**src/rtl/tap_session_pkg.sv**
```systemverilog
package tap_session_pkg;

    typedef enum logic [3:0] {
        ST_RESET    = 4'h0,
        ST_IDLE     = 4'h1,
        ST_DR_SEL   = 4'h2,
        ST_DR_CAP   = 4'h3,
        ST_DR_SHIFT = 4'h4,
        ST_DR_EXIT1 = 4'h5,
        ST_DR_PAUSE = 4'h6,
        ST_DR_EXIT2 = 4'h7,
        ST_DR_UPD   = 4'h8,
        ST_IR_SEL   = 4'h9,
        ST_IR_CAP   = 4'hA,
        ST_IR_SHIFT = 4'hB,
        ST_IR_EXIT1 = 4'hC,
        ST_IR_PAUSE = 4'hD,
        ST_IR_EXIT2 = 4'hE,
        ST_IR_UPD   = 4'hF
    } tap_state_e;

    function automatic tap_state_e tap_next(input tap_state_e cur, input logic m);
        tap_state_e nxt;
        case (cur)
            ST_RESET:    nxt = m ? ST_RESET    : ST_IDLE;
            ST_IDLE:     nxt = m ? ST_DR_SEL   : ST_IDLE;
            ST_DR_SEL:   nxt = m ? ST_IR_SEL   : ST_DR_CAP;
            ST_DR_CAP:   nxt = m ? ST_DR_EXIT1 : ST_DR_SHIFT;
            ST_DR_SHIFT: nxt = m ? ST_DR_EXIT1 : ST_DR_SHIFT;
            ST_DR_EXIT1: nxt = m ? ST_DR_UPD   : ST_DR_PAUSE;
            ST_DR_PAUSE: nxt = m ? ST_DR_EXIT2 : ST_DR_PAUSE;
            ST_DR_EXIT2: nxt = m ? ST_DR_UPD   : ST_DR_SHIFT;
            ST_DR_UPD:   nxt = m ? ST_DR_SEL   : ST_IDLE;
            ST_IR_SEL:   nxt = m ? ST_RESET    : ST_IR_CAP;
            ST_IR_CAP:   nxt = m ? ST_IR_EXIT1 : ST_IR_SHIFT;
            ST_IR_SHIFT: nxt = m ? ST_IR_EXIT1 : ST_IR_SHIFT;
            ST_IR_EXIT1: nxt = m ? ST_IR_UPD   : ST_IR_PAUSE;
            ST_IR_PAUSE: nxt = m ? ST_IR_EXIT2 : ST_IR_PAUSE;
            ST_IR_EXIT2: nxt = m ? ST_IR_UPD   : ST_IR_SHIFT;
            ST_IR_UPD:   nxt = m ? ST_DR_SEL   : ST_IDLE;
            default:     nxt = ST_RESET;
        endcase
        return nxt;
    endfunction

endpackage

```
**src/rtl/tap_state_fsm.sv**
```systemverilog
module tap_state_fsm
    import tap_session_pkg::*;
(
    input  logic       tck,
    input  logic       trst_n,
    input  logic       tms,
    output tap_state_e state_q,
    output logic       from_upd_q
);

    typedef struct packed {
        tap_state_e st;
        logic       from_upd;
    } fsm_t;

    fsm_t cur_q, cur_d;

    always_comb begin
        cur_d          = cur_q;
        cur_d.st       = tap_next(cur_q.st, tms);
        cur_d.from_upd = (cur_q.st == ST_DR_UPD);
    end

    always_ff @(posedge tck or negedge trst_n) begin
        if (!trst_n) begin
            cur_q <= '{st: ST_RESET, from_upd: 1'b0};
        end else begin
            cur_q <= cur_d;
        end
    end

    assign state_q    = cur_q.st;
    assign from_upd_q = cur_q.from_upd;

endmodule

```
**src/rtl/tap_instr_reg.sv**
```systemverilog
module tap_instr_reg
    import tap_session_pkg::*;
#(
    parameter int IR_W = 4
) (
    input  logic            tck,
    input  logic            trst_n,
    input  tap_state_e      state,
    input  logic            tdi,
    output logic [IR_W-1:0] instr_q,
    output logic            ir_tdo
);

    localparam logic [IR_W-1:0] CAP_PAT = IR_W'(1);
    localparam logic [IR_W-1:0] INS_BYP = '1;

    typedef struct packed {
        logic [IR_W-1:0] sh;
        logic [IR_W-1:0] ins;
    } ir_t;

    ir_t r_q, r_d;

    always_comb begin
        r_d = r_q;
        case (state)
            ST_RESET:    r_d.ins = INS_BYP;
            ST_IR_CAP:   r_d.sh  = CAP_PAT;
            ST_IR_SHIFT: r_d.sh  = {tdi, r_q.sh[IR_W-1:1]};
            ST_IR_UPD:   r_d.ins = r_q.sh;
            default:     r_d     = r_q;
        endcase
    end

    always_ff @(posedge tck or negedge trst_n) begin
        if (!trst_n) begin
            r_q <= '{sh: CAP_PAT, ins: INS_BYP};
        end else begin
            r_q <= r_d;
        end
    end

    assign instr_q = r_q.ins;
    assign ir_tdo  = r_q.sh[0];

endmodule

```
**src/rtl/tap_data_regs.sv**
```systemverilog
module tap_data_regs
    import tap_session_pkg::*;
#(
    parameter int SEL_W = 3
) (
    input  logic             tck,
    input  logic             trst_n,
    input  tap_state_e       state,
    input  logic             tdi,
    input  logic             use_session,
    output logic [SEL_W-1:0] sess_q,
    output logic             dr_tdo
);

    typedef struct packed {
        logic [SEL_W-1:0] sh;
        logic [SEL_W-1:0] sel;
        logic             byp;
    } dr_t;

    dr_t r_q, r_d;

    always_comb begin
        r_d = r_q;
        case (state)
            ST_RESET: r_d.sel = '0;
            ST_DR_CAP: begin
                r_d.byp = 1'b0;
                if (use_session) begin
                    r_d.sh = r_q.sel;
                end
            end
            ST_DR_SHIFT: begin
                if (use_session) begin
                    r_d.sh = {tdi, r_q.sh[SEL_W-1:1]};
                end else begin
                    r_d.byp = tdi;
                end
            end
            ST_DR_UPD: begin
                if (use_session) begin
                    r_d.sel = r_q.sh;
                end
            end
            default: r_d = r_q;
        endcase
    end

    always_ff @(posedge tck or negedge trst_n) begin
        if (!trst_n) begin
            r_q <= '{sh: '0, sel: '0, byp: 1'b0};
        end else begin
            r_q <= r_d;
        end
    end

    assign sess_q = r_q.sel;
    assign dr_tdo = use_session ? r_q.sh[0] : r_q.byp;

endmodule

```
**src/rtl/tap_session_ctrl.sv**
```systemverilog
module tap_session_ctrl
    import tap_session_pkg::*;
#(
    parameter int               IR_W         = 4,
    parameter int               SEL_W        = 3,
    parameter int               N_GRP        = 2,
    parameter logic [N_GRP-1:0] STAGGER_MASK = 2'b10
) (
    input  logic             tck,
    input  logic             trst_n,
    input  logic             tms,
    input  logic             tdi,
    output logic             tdo,
    output logic             wr_shift,
    output logic             wr_update,
    output logic             wr_capture,
    output logic [N_GRP-1:0] scan_clk_en,
    output logic             tse,
    output logic             func_clk_en,
    output logic [SEL_W-1:0] sess_sel,
    output logic             test_mode
);

    localparam logic [IR_W-1:0] INS_SESSION = IR_W'(2);
    localparam logic [IR_W-1:0] INS_WRAP    = IR_W'(3);

    tap_state_e      state;
    logic            from_upd;
    logic [IR_W-1:0] instr;
    logic            ir_tdo;
    logic            dr_tdo;
    logic            wrap_on;
    logic            mode_q, mode_d;

    tap_state_fsm u_fsm (
        .tck       (tck),
        .trst_n    (trst_n),
        .tms       (tms),
        .state_q   (state),
        .from_upd_q(from_upd)
    );

    tap_instr_reg #(.IR_W(IR_W)) u_ir (
        .tck    (tck),
        .trst_n (trst_n),
        .state  (state),
        .tdi    (tdi),
        .instr_q(instr),
        .ir_tdo (ir_tdo)
    );

    tap_data_regs #(.SEL_W(SEL_W)) u_dr (
        .tck        (tck),
        .trst_n     (trst_n),
        .state      (state),
        .tdi        (tdi),
        .use_session(instr == INS_SESSION),
        .sess_q     (sess_sel),
        .dr_tdo     (dr_tdo)
    );

    assign wrap_on = (instr == INS_WRAP);

    always_comb begin
        wr_shift    = wrap_on && (state == ST_DR_PAUSE);
        tse         = wrap_on && (state == ST_DR_PAUSE);
        wr_update   = wrap_on && (state == ST_DR_EXIT2);
        wr_capture  = wrap_on && (state == ST_DR_CAP);
        func_clk_en = wrap_on && ((state == ST_DR_EXIT2) || (state == ST_DR_UPD) ||
                                  ((state == ST_DR_SEL) && from_upd));
        case (state)
            ST_IR_SHIFT: tdo = ir_tdo;
            ST_DR_SHIFT: tdo = dr_tdo;
            default:     tdo = 1'b0;
        endcase
        mode_d = 1'b1;
    end

    for (genvar g = 0; g < N_GRP; g++) begin : g_grp
        if (STAGGER_MASK[g]) begin : g_stag
            assign scan_clk_en[g] = wrap_on && (state == ST_DR_SHIFT);
        end else begin : g_plain
            assign scan_clk_en[g] = wrap_on && (state == ST_DR_EXIT1);
        end
    end

    always_ff @(posedge tck or negedge trst_n) begin
        if (!trst_n) begin
            mode_q <= 1'b0;
        end else begin
            mode_q <= mode_d;
        end
    end

    assign test_mode = mode_q;

endmodule

```
**config.mk**
```make
export PLATFORM = sky130hd
export DESIGN_NAME = tap_session_ctrl
export DESIGN_NICKNAME = d
export VERILOG_FILES = /design/src/rtl/tap_session_pkg.sv /design/src/rtl/tap_state_fsm.sv /design/src/rtl/tap_instr_reg.sv /design/src/rtl/tap_data_regs.sv /design/src/rtl/tap_session_ctrl.sv
export SDC_FILE = /design/constraint.sdc
export NUM_CORES = 1
export LEC_CHECK = 0
export CORE_MARGIN = 1.5
export CORE_UTILIZATION = 30
export DETAILED_ROUTE_END_ITERATION = 8
export GPL_ROUTABILITY_DRIVEN = 0
export PLACE_DENSITY_LB_ADDON = 0.08
export REMOVE_ABC_BUFFERS = 1
export SLEW_MARGIN = 20
export SYNTH_ARGS = -nofsm -noshare
export SYNTH_HDL_FRONTEND = slang
export SYNTH_HIERARCHICAL = 1
export SYNTH_SLANG_ARGS = --single-unit
```
**constraint.sdc**
```tcl
create_clock -name tck -period 5.1 [get_ports tck]
set_input_delay 0.765 -clock tck [delete_from_list [all_inputs] [get_ports tck]]
set_output_delay 0.765 -clock tck [all_outputs]
set_load 0.01 [all_outputs]
```
==> results of run 1 <==
registers in the layout (all words and copies together) (netlist names):
register          cells
u_ir/instr_q          4
u_fsm/from_upd_q      1
u_ir/ir_tdo           1
u_dr/sess_q           3
u_ir/r_q              3
test_mode             1
u_fsm/state_q         4
u_dr/r_q              4
cell families (layout without fill, tap and decap cells):
logic type | count (synthesis) | count (layout)
muxes | 6 | 6
buffers and inverters | 17 | 25
AOI/OAI and AO/OA | 38 | 38
DFF | 21 | 21
other | 1 | 1
and+or+nand+nor | 61 | 61
cell type report:
cell class	count	area, um2	area share
clock buffers	3	41.3	0.0268
clock inverters	1	5.00	0.00325
inverters	4	15.0	0.00974
multi-input cells	106	718	0.466
flip-flops and latches	21	532	0.345
well taps	52	65.1	0.0422
repair buffers	17	165	0.107
routing by layer:
| layer | up-vias | wire length (um) | global-route usage |
|---|---|---|---|
| met5 | - | 0 | 0 |
| met4 | 0 | 34 | 0.0503 |
| met3 | 2 | 48 | 0.0228 |
| met2 | 10 | 1240 | 0.174 |
| met1 | 500 | 1390 | 0.154 |
| li1 | 534 | - | - |
worst min-delay path, cell delays in order (launching register included):
cell and delay, ns:
dfstp_2 0.39, nand2_1 0.05, o21ai_0 0.06
cell usage in the layout (no fill, tap or decap), types with 2 or more instances in the layout:
cell / netlist / routed
and2b_1: 2 / 2
clkdlybuf4s50_1: 0 / 15
a22oi_1: 4 / 4
nor3_1: 3 / 3
dfrtp_1: 16 / 16
o21ai_1: 2 / 2
a211o_1: 2 / 2
nand2b_1: 3 / 3
a21oi_1: 6 / 6
nand2_1: 17 / 17
nor2_1: 9 / 9
mux2_2: 6 / 6
nor2b_1: 2 / 2
clkbuf_8: 0 / 3
dfstp_2: 5 / 5
inv_1: 4 / 4
o21ai_0: 9 / 9
nand3_1: 5 / 5
o2bb2ai_1: 2 / 2
nand3b_1: 3 / 3
buf_4: 9 / 2
a22o_1: 2 / 2
nor4b_2: 2 / 2
nor3b_1: 2 / 2
final timing paths:
path | endpoint | slack (ns) | start | cells past startpoint
worst min register to register | u_ir/ir_tdo | 0.49 | u_ir/ir_tdo | 2
min in group asynchronous | u_dr/sess_q[2] | 1.02 | trst_n | 1
max in group asynchronous | u_dr/r_q[4] | 3.52 | trst_n | 1
worst min-delay path | u_ir/ir_tdo | 0.49 | u_ir/ir_tdo | 2
worst max register to register | u_dr/r_q[6] | 2.94 | u_fsm/state_q[2] | 3
worst max-delay path | func_clk_en | 1.98 | u_fsm/state_q[1] | 4
power by group:
| group | switching [mW] | leakage [nW] | total [mW] | internal (mW) |
|---|---|---|---|---|
| clock network | 0.0537 | 0.0255 | 0.108 | 0.0543 |
| logic | 0.172 | 0.321 | 0.335 | 0.163 |
| registers | 0.112 | 0.260 | 0.347 | 0.234 |
per-stage QoR:
step | utilization | area, um2 | std cells
3_5_place_dp | 0.341 | 1500 | 200
4_1_cts | 0.352 | 1540 | 204
6_report | 0.352 | 1540 | 204
5_1_grt | 0.352 | 1540 | 204
2_1_floorplan | - | 1260 | 131
3_3_place_gp | 0.341 | 1500 | 200
==> summary.md, run 1 <==
| Metric | Value |
|---|---|
| Gate Count Post-Synth | `144` |
| Num CTS Buffers | `3` |
| Crit path buffers/inverters | `1` |
| Max FO, Critical Path | `31` |
| Worst setup path category | `reg -> out` |
| Simple-gate share of the synthesized area | `0.270` |
| Pwr dens | `512 nW/um2` |
| Crit path capture type | `output pin` |
| Drt wl/cell | `13.3 um` |
| Final worst slack | `1.98 ns` |
| Initial DRC Count | `55` |
| Sink Count | `21` |
| Async set-reset flop share out of synthesis | `1.00` |
| Cell Area, Synth | `1370 um2` |
| FF+latch count, synth | `21` |
| Synth Area in Compound Gates | `0.202` |
| Top-count cell post-synth | `nand2_1` |
| Hold/Removal Path Class | `reg -> reg` |
| Global-route wire length before repair | `4580 um` |
| Hold Vio Cnt, Final | `0` |
| Leakage power | `0.607 nW` |
| Setup TNS | `0 ns` |
| Detailed Place HPWL | `1840 um` |
| ANT nets after route | `0` |
| Max Cap Viol | `0` |
| Netlist cell types | `49` |
| Total number of vias | `1046` |
| Fraction of layout cells with a size suffix above 1 | `0.191` |
| Root Driver | `clkbuf_8` |
| Num rows | `24` |
| Run status | `complete, no violations` |
| Final Skew | `0.00128 ns` |
| Actual slew at the worst max-slew pin | `0.934 ns` |
| Adder and majority cell fraction of the synthesized area | `0` |
| Area delta synth->final | `12.5%` |
| Total Power | `789 uW` |
| Core footprint | `4380 um2` |
| Worst-Skew Late Latency | `0.25 ns` |
| TritonCTS clock tree | `built` |
| Share of the synthesized area in the top cell type | `0.292` |
| Setup bufs post-CTS | `0` |
| Ranking of synthesized cells by area | `dfrtp_1 29%, dfstp_2 9.6%, buf_4 4.9%` |
| Top_reg_cell synth | `dfrtp_1` |
| Post-CTS Hold Fix Bufs | `0` |
| Post-CTS sizing | `0` |
| Final setup fails | `0` |
| Post-Route WL | `2710 um` |
| IO Count | `16` |
| DR vias/cell | `5.13` |
| Leading area contributor after synthesis | `dfrtp_1` |
| Max VDD drop | `0.000235 V` |
| Fmax | `320 MHz` |
| Startpoint types | `flip-flop` |
| Starting Density | `0.312` |
| Gr ovfl total | `0` |
| Total GRT Usage | `0.113` |
| Mux contribution to synthesized area | `0.0493` |
| Die Y-Extent | `70.6 um` |
| Fin crit share | `0.612` |
| RSZ-0062 raised after global routing | `false` |
| Hold_ws | `0.494 ns` |
| Cell Chain, Critical Path | `nand3b_1, a211o_1, a21oi_2, clkdlybuf4s50_1` |
| Pre-CTS setup slack | `2.25 ns` |
| Top cells by count, synth | `17 x nand2_1, 16 x dfrtp_1, 9 x buf_4, 9 x nor2_1, 9 x o21ai_0` |
| Post-synthesis xor/xnor area fraction | `0` |
| Fin crit period | `3.12 ns` |
| Htree depth | `1` |
| Largest family of logic cells by synthesized area | `simple AND/OR/NAND/NOR gates` |
| Syn_area_per_cell | `9.51 um2` |
| Die Area | `4980 um2` |
| Die Wd | `70.6 um` |
| Initial antenna violation count | `0` |
| Max-slew headroom | `0.378` |
| Fin. max-slew vios | `0` |
| FILL cells | `457` |
| DRC | `0` |
| CTS max path bufs | `2` |
| Number of flops mapped to enable cells by yosys | `0` |
| Buffers on Ports | `15` |
| Worst Path Arrival | `2.36 ns` |
| Layout Nets | `157` |
| Max stage delay on crit path | `0.96 ns` |
| Ant diodes | `0` |
| Worst Path Required | `4.34 ns` |
| Worst-path clk slew | `0.08 ns` |
| Post-synthesis sequential area ratio | `0.388` |
| Vias in the first global route | `945` |
| Slowest cell on the critical path | `dfrtp_1` |
| 1st-pass router iterations | `4` |
| Synth warnings | `6` |
| Pin count of the biggest net entering global routing | `32` |
| Crit path max-delay family | `flip-flops` |
(Power assumes the default switching activity.)
==> run 2, diff against run 1 <==
- clock period: 5.1 -> 2.6 ns (I/O delays scaled with it)
==> summary.md, run 2 (synthesized netlist as in run 1, its figures left out) <==
| Metric | Value |
|---|---|
| Run status | `complete, no violations` |
| Setup crit start | `u_ir/instr_q[1]` |
| Max-slew headroom | `0.491` |
| Pin count of the biggest net entering global routing | `20` |
| Layout Nets | `163` |
| Combinational cell fraction of total power | `0.483` |
| Initial DRC Count | `38` |
| Most used cell along the critical path | `nand2_1` |
| Fin. max-slew vios | `0` |
| Slowest cell on the critical path | `dfstp_2` |
| Post-CTS Hold Fix Bufs | `0` |
| DR vias/cell | `5.26` |
| Most frequent cells in the layout | `17 x nand2_1, 16 x dfrtp_1, 15 x clkdlybuf4s50_1` |
| Worst Path Required | `2.21 ns` |
| ANT nets after route | `0` |
| Post-Route WL | `2880 um` |
| Startpoint types | `flip-flop` |
| Met1 usage | `0.149` |
| DRC | `0` |
| Hold Vio Cnt, Final | `0` |
| Most common cell after layout, fill and taps aside | `nand2_1` |
| Fin crit share | `0.923` |
| Die Wd | `70.6 um` |
| Starting Density | `0.312` |
| Max stage delay on crit path | `0.58 ns` |
| Total Power | `1.62 mW` |
| Setup bufs post-CTS | `0` |
| Max FO, Critical Path | `5` |
| Root Driver | `clkbuf_8` |
| Fin crit period | `2.40 ns` |
| Hold/Removal Path Class | `reg -> reg` |
| Worst-Skew Late Latency | `0.26 ns` |
| Sink Count | `21` |
| Total number of vias | `1105` |
| Worst-path clk slew | `0.08 ns` |
| Pint | `936 uW` |
| Actual slew at the worst max-slew pin | `0.761 ns` |
| CTS max path bufs | `2` |
| Core footprint | `4380 um2` |
| Setup TNS | `0 ns` |
| Met3 Usage GRT | `0.0185` |
| Buffers on Ports | `15` |
| Crit path capture type | `output pin` |
| Fraction of layout cells with a size suffix above 1 | `0.234` |
| Final setup fails | `0` |
| Final Skew | `0.00250 ns` |
| TritonCTS clock tree | `built` |
| Total GRT Usage | `0.118` |
| Area delta synth->final | `16.2%` |
| Worst setup path category | `reg -> out` |
| RSZ-0062 raised after global routing | `false` |
| Die Y-Extent | `70.6 um` |
| Die Area | `4980 um2` |
| IO Count | `16` |
| Vias in the first global route | `1061` |
| Seq pwr share | `0.384` |
| Worst Path Arrival | `2.01 ns` |
| Busiest layer in global routing | `met2` |
| Htree depth | `1` |
| Detailed Place HPWL | `2160 um` |
| Hold path start | `u_ir/ir_tdo` |
| Switching share of total power | `0.422` |
| Drt wl/cell | `13.7 um` |
| Initial antenna violation count | `0` |
| Num CTS Buffers | `3` |
| GR Layer Usage met2 | `0.203` |
| Cell Chain, Critical Path | `nand2_1, nor2_2, nand2_1, o21ai_0, nand3_1, o31ai_1, clkdlybuf4s50_1` |
| Pwr dens | `1020 nW/um2` |
| Fmax | `417 MHz` |
| FILL cells | `451` |
| Max VDD drop | `0.000578 V` |
| Gr ovfl total | `0` |
| Clock power share | `0.132` |
| Leakage power | `0.636 nW` |
| Global-route wire length before repair | `4820 um` |
| Max Cap Viol | `0` |
| Switching Power | `685 uW` |
| Num rows | `24` |
| Ant diodes | `0` |
| 1st-pass router iterations | `4` |
| RR Startpoint | `u_fsm/state_q[1]` |
[run 2: cell type report]
class	count	area (um2)	share of cell area
clock buffers	3	41.3	0.0259
clock inverters	1	5.00	0.00314
inverters	4	15.0	0.00943
multi-input cells	106	723	0.454
flip-flops and latches	21	532	0.334
well taps	52	65.1	0.0409
repair buffers	23	210	0.132
[run 2: worst max-delay path: cells and delay by family, from the launching register on]
kind	cells	cell delay (ns)
AOI/OAI and AO/OA	2	0.16
and+or+nand+nor	4	0.44
DFF	1	0.58
buffers and inverters	1	0.57
[run 2: power by group through the flow]
| stage | Clock [mW] | Sequential [mW] | Combinational, mW |
|---|---|---|---|
| after floorplan | 0 | 0.697 | 0.433 |
| after global placement | 0 | 0.623 | 0.772 |
| after detailed placement | 0 | 0.627 | 0.783 |
| after CTS | 0.225 | 0.621 | 0.785 |
| after global routing | 0.232 | 0.649 | 0.870 |
| final | 0.215 | 0.623 | 0.784 |
[run 2: final timing paths]
kind / slack (ns) / end / depth (start not counted)
worst min-delay path: 0.51 / u_ir/ir_tdo / 2
worst min register to register: 0.51 / u_ir/ir_tdo / 2
worst max register to register: 0.55 / u_dr/r_q[5] / 4
max in group asynchronous: 1.37 / u_ir/instr_q[2] / 2
worst max-delay path: 0.20 / tdo / 7
min in group asynchronous: 0.58 / u_dr/sess_q[2] / 1
[run 2: stage by stage]
step                      hold WS (ns)  setup slack [ns]  cell area (um2)  utilization  instances
after global routing             0.520            0.0551             1590        0.363        210
after CTS                        0.511            0.0521             1590        0.362        210
after floorplan                 0.0944             0.697             1260            -        131
after global placement           0.496             0.381             1540        0.351        206
final                            0.508             0.199             1590        0.363        210
after detailed placement         0.494             0.348             1540        0.351        206
[run 2: routing by layer]
| metal | wire (um) | part of all wire | up-vias |
|---|---|---|---|
| met5 | 0 | 0 | - |
| met4 | 34 | 0.012 | 0 |
| met3 | 55 | 0.019 | 2 |
| met2 | 1460 | 0.51 | 12 |
| met1 | 1330 | 0.46 | 548 |
| li1 | - | - | 543 |
[run 2: what timing repair did]
action                                  in CTS  in global routing
endpoints found under the hold margin        0                  0
gates resized for setup                      0                  2
endpoints found under the setup margin       0                  1
==> run 3, diff against run 2 <==
- ABC_CLOCK_PERIOD_IN_PS: default -> 2600
- GPL_ROUTABILITY_DRIVEN: 0 -> default
==> results of run 3 <==
The final DEF is identical to that of run 2; final timing and power are the same.
